[src/rtl/hm_guard_pkg.sv]
package hm_guard_pkg;
  localparam int unsigned DATA_W = 64;
  localparam int unsigned OFS_W  = 8;
  localparam logic [OFS_W-1:0] OFS_CTRL  = 8'h00;
  localparam logic [OFS_W-1:0] OFS_START = 8'h08;
  localparam logic [OFS_W-1:0] OFS_END   = 8'h10;

  typedef struct packed {
    logic wrStart;
    logic wrEnd;
  } hmStrobe_t;
endpackage

[src/rtl/hm_guard_ctrl.sv]
module hm_guard_ctrl
  import hm_guard_pkg::*;
(
  input  logic             clk,
  input  logic             rstN,
  input  logic             regWe,
  input  logic [OFS_W-1:0] regAddr,
  input  logic             wrBit0,
  input  logic             capHigh,
  output hmStrobe_t        strb,
  output logic             enableQ,
  output logic             statusQ
);
  logic winWritable;

  // Window registers accept writes only when supported and not protecting.
  assign winWritable = capHigh && !statusQ;

  always_comb begin
    strb.wrStart = regWe && winWritable && (regAddr == OFS_START);
    strb.wrEnd   = regWe && winWritable && (regAddr == OFS_END);
  end

  always_ff @(posedge clk) begin
    if (!rstN) begin
      enableQ <= 1'b0;
      statusQ <= 1'b0;
    end else begin
      if (regWe && regAddr == OFS_CTRL) enableQ <= wrBit0;
      statusQ <= enableQ;
    end
  end
endmodule

[src/rtl/hm_guard_dp.sv]
module hm_guard_dp
  import hm_guard_pkg::*;
#(
  parameter int unsigned HAW   = 39,
  parameter int unsigned ALIGN = 20
) (
  input  logic              clk,
  input  logic              rstN,
  input  hmStrobe_t         strb,
  input  logic [DATA_W-1:0] wdata,
  input  logic              statusQ,
  input  logic              dmaValid,
  input  logic [DATA_W-1:0] dmaAddr,
  output logic [DATA_W-1:0] startQ,
  output logic [DATA_W-1:0] endQ,
  output logic              dmaBlocked
);
  localparam logic [DATA_W-1:0] IMPL_MASK  = (DATA_W'(1) << HAW) - DATA_W'(1);
  localparam logic [DATA_W-1:0] LOW_ONES   = (DATA_W'(1) << ALIGN) - DATA_W'(1);
  localparam logic [DATA_W-1:0] FIELD_MASK = IMPL_MASK & ~LOW_ONES;

  logic [DATA_W-1:0] addrImpl;
  logic [DATA_W-1:0] endInclusive;
  logic              windowOn;
  logic              hit;

  always_ff @(posedge clk) begin
    if (!rstN) begin
      startQ <= '0;
      endQ   <= '0;
    end else begin
      if (strb.wrStart) startQ <= wdata & FIELD_MASK;
      if (strb.wrEnd)   endQ   <= wdata & FIELD_MASK;
    end
  end

  assign addrImpl     = dmaAddr & IMPL_MASK;
  assign endInclusive = endQ | LOW_ONES;
  assign windowOn     = statusQ && (startQ <= endQ);
  assign hit          = windowOn && (addrImpl >= startQ) && (addrImpl <= endInclusive);

  always_ff @(posedge clk) begin
    if (!rstN) dmaBlocked <= 1'b0;
    else       dmaBlocked <= dmaValid && hit;
  end
endmodule

[src/rtl/hm_guard.sv]
module hm_guard
  import hm_guard_pkg::*;
#(
  parameter int unsigned HAW   = 39,
  parameter int unsigned ALIGN = 20
) (
  input  logic              clk,
  input  logic              rstN,
  input  logic              regWe,
  input  logic [OFS_W-1:0]  regAddr,
  input  logic [DATA_W-1:0] regWdata,
  output logic [DATA_W-1:0] regRdata,
  input  logic              capHigh,
  input  logic              dmaValid,
  input  logic [DATA_W-1:0] dmaAddr,
  output logic              dmaBlocked
);
  hmStrobe_t         strb;
  logic              enableQ;
  logic              statusQ;
  logic [DATA_W-1:0] startQ;
  logic [DATA_W-1:0] endQ;

  hm_guard_ctrl u_ctrl (
    .clk     (clk),
    .rstN    (rstN),
    .regWe   (regWe),
    .regAddr (regAddr),
    .wrBit0  (regWdata[0]),
    .capHigh (capHigh),
    .strb    (strb),
    .enableQ (enableQ),
    .statusQ (statusQ)
  );

  hm_guard_dp #(.HAW(HAW), .ALIGN(ALIGN)) u_dp (
    .clk        (clk),
    .rstN       (rstN),
    .strb       (strb),
    .wdata      (regWdata),
    .statusQ    (statusQ),
    .dmaValid   (dmaValid),
    .dmaAddr    (dmaAddr),
    .startQ     (startQ),
    .endQ       (endQ),
    .dmaBlocked (dmaBlocked)
  );

  always_comb begin
    unique case (regAddr)
      OFS_CTRL:  regRdata = {{(DATA_W-2){1'b0}}, statusQ, enableQ};
      OFS_START: regRdata = startQ;
      OFS_END:   regRdata = endQ;
      default:   regRdata = '0;
    endcase
  end
endmodule

[config.mk]
export PLATFORM = sky130hd
export DESIGN_NAME = hm_guard
export DESIGN_NICKNAME = d
export VERILOG_FILES = /design/src/rtl/hm_guard_pkg.sv /design/src/rtl/hm_guard_ctrl.sv /design/src/rtl/hm_guard_dp.sv /design/src/rtl/hm_guard.sv
export SDC_FILE = /design/constraint.sdc
export NUM_CORES = 1
export LEC_CHECK = 0
export ABC_AREA = 1
export BUFFER_PORTS_ARGS = -buffer_cell sky130_fd_sc_hd__buf_4
export CORE_AREA = 2 2 132 70
export CTS_BUF_LIST = sky130_fd_sc_hd__clkbuf_8
export CTS_CLUSTER_SIZE = 10
export DETAILED_ROUTE_END_ITERATION = 12
export DIE_AREA = 0 0 134 72
export HOLD_SLACK_MARGIN = 0.1
export PLACE_DENSITY = 0.87
export SLEW_MARGIN = 25
export SYNTH_ARGS = -nofsm -noshare
export SYNTH_HDL_FRONTEND = slang
export SYNTH_SLANG_ARGS = --single-unit
[constraint.sdc]
create_clock -name clk -period 1.6 [get_ports clk]
set_input_delay 0 -clock clk [delete_from_list [all_inputs] [get_ports clk]]
set_output_delay 0 -clock clk [all_outputs]
set_load 0.05 [all_outputs]
==> results_dict.tcl <==
set metrics [dict create \
    yosys-top-cells-count "nand2_1, inv_1, a21oi_1, ha_1, nor2_1" \
    r2r-start "u_dp.endQ[32]" \
    clkSinkCount 41 \
    die_x_um 134 \
    routed_wl_um 12300 \
    insertion_delay_ps 310 \
    clockBufferDepth 2 \
    fin_worst_skew_ps 10.7 \
    crit_path_max_fanout 3 \
    diodes 0 \
    pin_count 206 \
    power_mw 2.43 \
    cp.arrival_ps 1760 \
    cp.required_ps 1820 \
    finalNetCount 867 \
    avgSynthCellArea_sq_um 6.79 \
    slew_violations 0 \
    synth_edf_count 0 \
    leakage_nw 2.33 \
    cts_made_buffers 5 \
    status "completed" \
    cts_tree "yes" \
    clk_pin_slew_ps 90 \
    yosys_warnings 0 \
    portBuffers 93 \
    cp-end-kind "flop" \
    ys_types 31 \
    netlist_area_sq_mm 0.00369 \
    fin_cells 785 \
    cpPeakStageDelay_ps 310 \
    synth_area_leader_cell "dfxtp_1" \
    ys_seq_area_share_pct 22.2 \
    period_needed_ps 1550 \
    synth_area_leaders "dfxtp_1, ha_1, nand2_1, buf_4, a21oi_1" \
    root_buffer "clkbuf_8" \
    ys_ff_latch 41 \
    slowest_stage "dfxtp_1" \
    chipHeight_um 72 \
    syn_inst 544 \
    initial_core_util_pct 43.7 \
    rrSetupSlack_ps 50 \
    crit_chain "inv_1 -> buf_4 -> ha_4 -> nand2_1 -> nand2_1 -> nand2_1 -> nand2_2 -> nand2_1 -> nand3_1 -> nand2_1 -> inv_1 -> nand2_1 -> nand3_1 -> nor2_1" \
    maxCapViolCount 0 \
    ir_drop_uv 286 \
    powerDensity_mw_per_mm2 474 \
    wl_per_cell_um 15.7 \
    crit_top_cell "nand2_1" \
    syn_to_final_growth_pct 39.1 \
    rows 24 \
    vias 4062 \
    antenna_found_initial 0 \
    setup.worst_path.start "u_dp.endQ[32]" \
    gp_congestion 1.02 \
    netlist.area_leader.share_pct 22.2 \
    die-area_sq_mm 0.00965 \
    critPathKind "flop to flop" \
    grt_pass1_wl_um 17900 \
    timing.rr.end "u_dp.dmaBlocked" \
    first_pass_iters 5 \
    dp_hpwl_um 8820 \
    coreArea_sq_mm 0.00844 \
    cp-start-kind "flop" \
    ys.flop_type "dfxtp_1" \
    layout-drive-gt1-share_pct 30.1 \
    numPlacedInstances 754 \
    drt_iter0_markers 380 \
    drc 0 \
    nFillCells 737 \
    hold_viol_final 0 \
    grtUsageTotal_pct 23.6 \
    finalCritPeriodShare_pct 96.7 \
    ant_nets 0 \
    overflow 0 \
    ff2ff_path_depth 14 \
    cp-endpoint "u_dp.dmaBlocked" \
    htree_levels 2 \
    grt_max_degree 42 \
    hp-class "input pin to flop" \
    yosysMostFrequentCell "nand2_1" \
    setup_viol 0 \
    async_flop_share_pct 0 \
    fmax_mhz 646 \
    grt_pass1_vias 3689 \
    viasPerCell 5.17 \
]
## layout by cell type (no fill, tap or decap), drive strengths merged, types with 19 or more instances in the layout
master       count
buf            111
dlygate4sd3     22
nand2          105
o22ai           19
inv             78
ha              57
o21ai           44
a21oi           60
nor2            47
conb            43
dfxtp           41
## what timing repair did
| item | 4_1_cts | 5_1_grt |
|---|---|---|
| buffers inserted | 0 | 3 |
| resized for setup | 5 | 78 |
| pin swaps | 1 | 13 |
| hold buffers | 22 | 0 |
| endpoints found under the setup margin | 1 | 1 |
| hold endpoints to repair | 39 | 0 |
| cloned | 0 | 0 |
## worst min path at each step
| stage | from | to | slack [ps] | cells after the start |
|---|---|---|---|---|
| 2_1_floorplan | regWdata[37] | u_dp.startQ[37] | 160 | 2 |
| 3_3_place_gp | regWdata[24] | u_dp.endQ[24] | 260 | 3 |
| 3_5_place_dp | regWdata[24] | u_dp.endQ[24] | 270 | 3 |
| 4_1_cts | dmaValid | u_dp.dmaBlocked | 110 | 4 |
| 5_1_grt | dmaValid | u_dp.dmaBlocked | 110 | 4 |
| 6_report | dmaValid | u_dp.dmaBlocked | 110 | 4 |
## power breakdown
group	total (mW)	internal, mW	switching, mW	leakage (nW)
logic	0.729	0.266	0.463	1.95
clock network	0.683	0.288	0.395	0.0399
registers	1.02	1.02	0.000824	0.337
total	2.43	1.57	0.859	2.33
## kinds of logic (layout without fill, tap and decap cells)
family | after synthesis | count (layout) | share of synthesized area, %
DFF | 41 | 41 | 22.2
AOI/OAI and AO/OA | 125 | 125 | 18.1
adders and majority gates | 57 | 57 | 19.3
buffers and inverters | 135 | 217 | 19.4
other | 1 | 43 | 0.102
and+or+nand+nor | 185 | 185 | 20.8
## sequential cells by signal, indices dropped and copies added (netlist names)
| name | flops |
|---|---|
| u_dp.startQ | 19 |
| u_ctrl.statusQ | 1 |
| u_dp.dmaBlocked | 1 |
| u_dp.endQ | 19 |
| u_ctrl.enableQ | 1 |
## critical path, delay by kind of cell (launching register included)
family                   cells  cell delay (ps)
flip-flops                   1              310
buffers and inverters        3              250
adder cells (fa/ha/maj)      1              290
AND/OR/NAND/NOR             10              610
## per-stage QoR
stage	utilization [%]	area, sq um	hold slack (ps)	worst slack [ps]	TNS (ps)
4_1_cts	55.7	4700	112	2.14	0
2_1_floorplan	-	3850	157	47.4	0
3_5_place_dp	52.1	4400	274	-130	-130
3_3_place_gp	52.1	4400	262	-64.4	-64.4
6_report	60.8	5130	107	52.3	0
5_1_grt	60.8	5130	111	-31.9	-31.9
## routing by layer
| layer | GRT usage [%] | wire length (um) | part of all wire [%] |
|---|---|---|---|
| met1 | 33.4 | 5720 | 46 |
| met5 | 0 | 0 | 0 |
| met3 | 5.80 | 977 | 7.9 |
| met4 | 5.08 | 200 | 1.6 |
| met2 | 36.6 | 5440 | 44 |
## area by class of cell
type                            instances  area (sq um)  share of cell area (%)
Clock buffer                            5          68.8                    1.34
Clock inverter                          1          5.00                  0.0975
Inverter                               78           295                    5.75
Multi-Input combinational cell        410          2710                    52.8
Sequential cell                        41           837                    16.3
Tap cell                              117           146                    2.85
Timing Repair Buffer                  133          1070                    20.8
(Power assumes the default switching activity.)
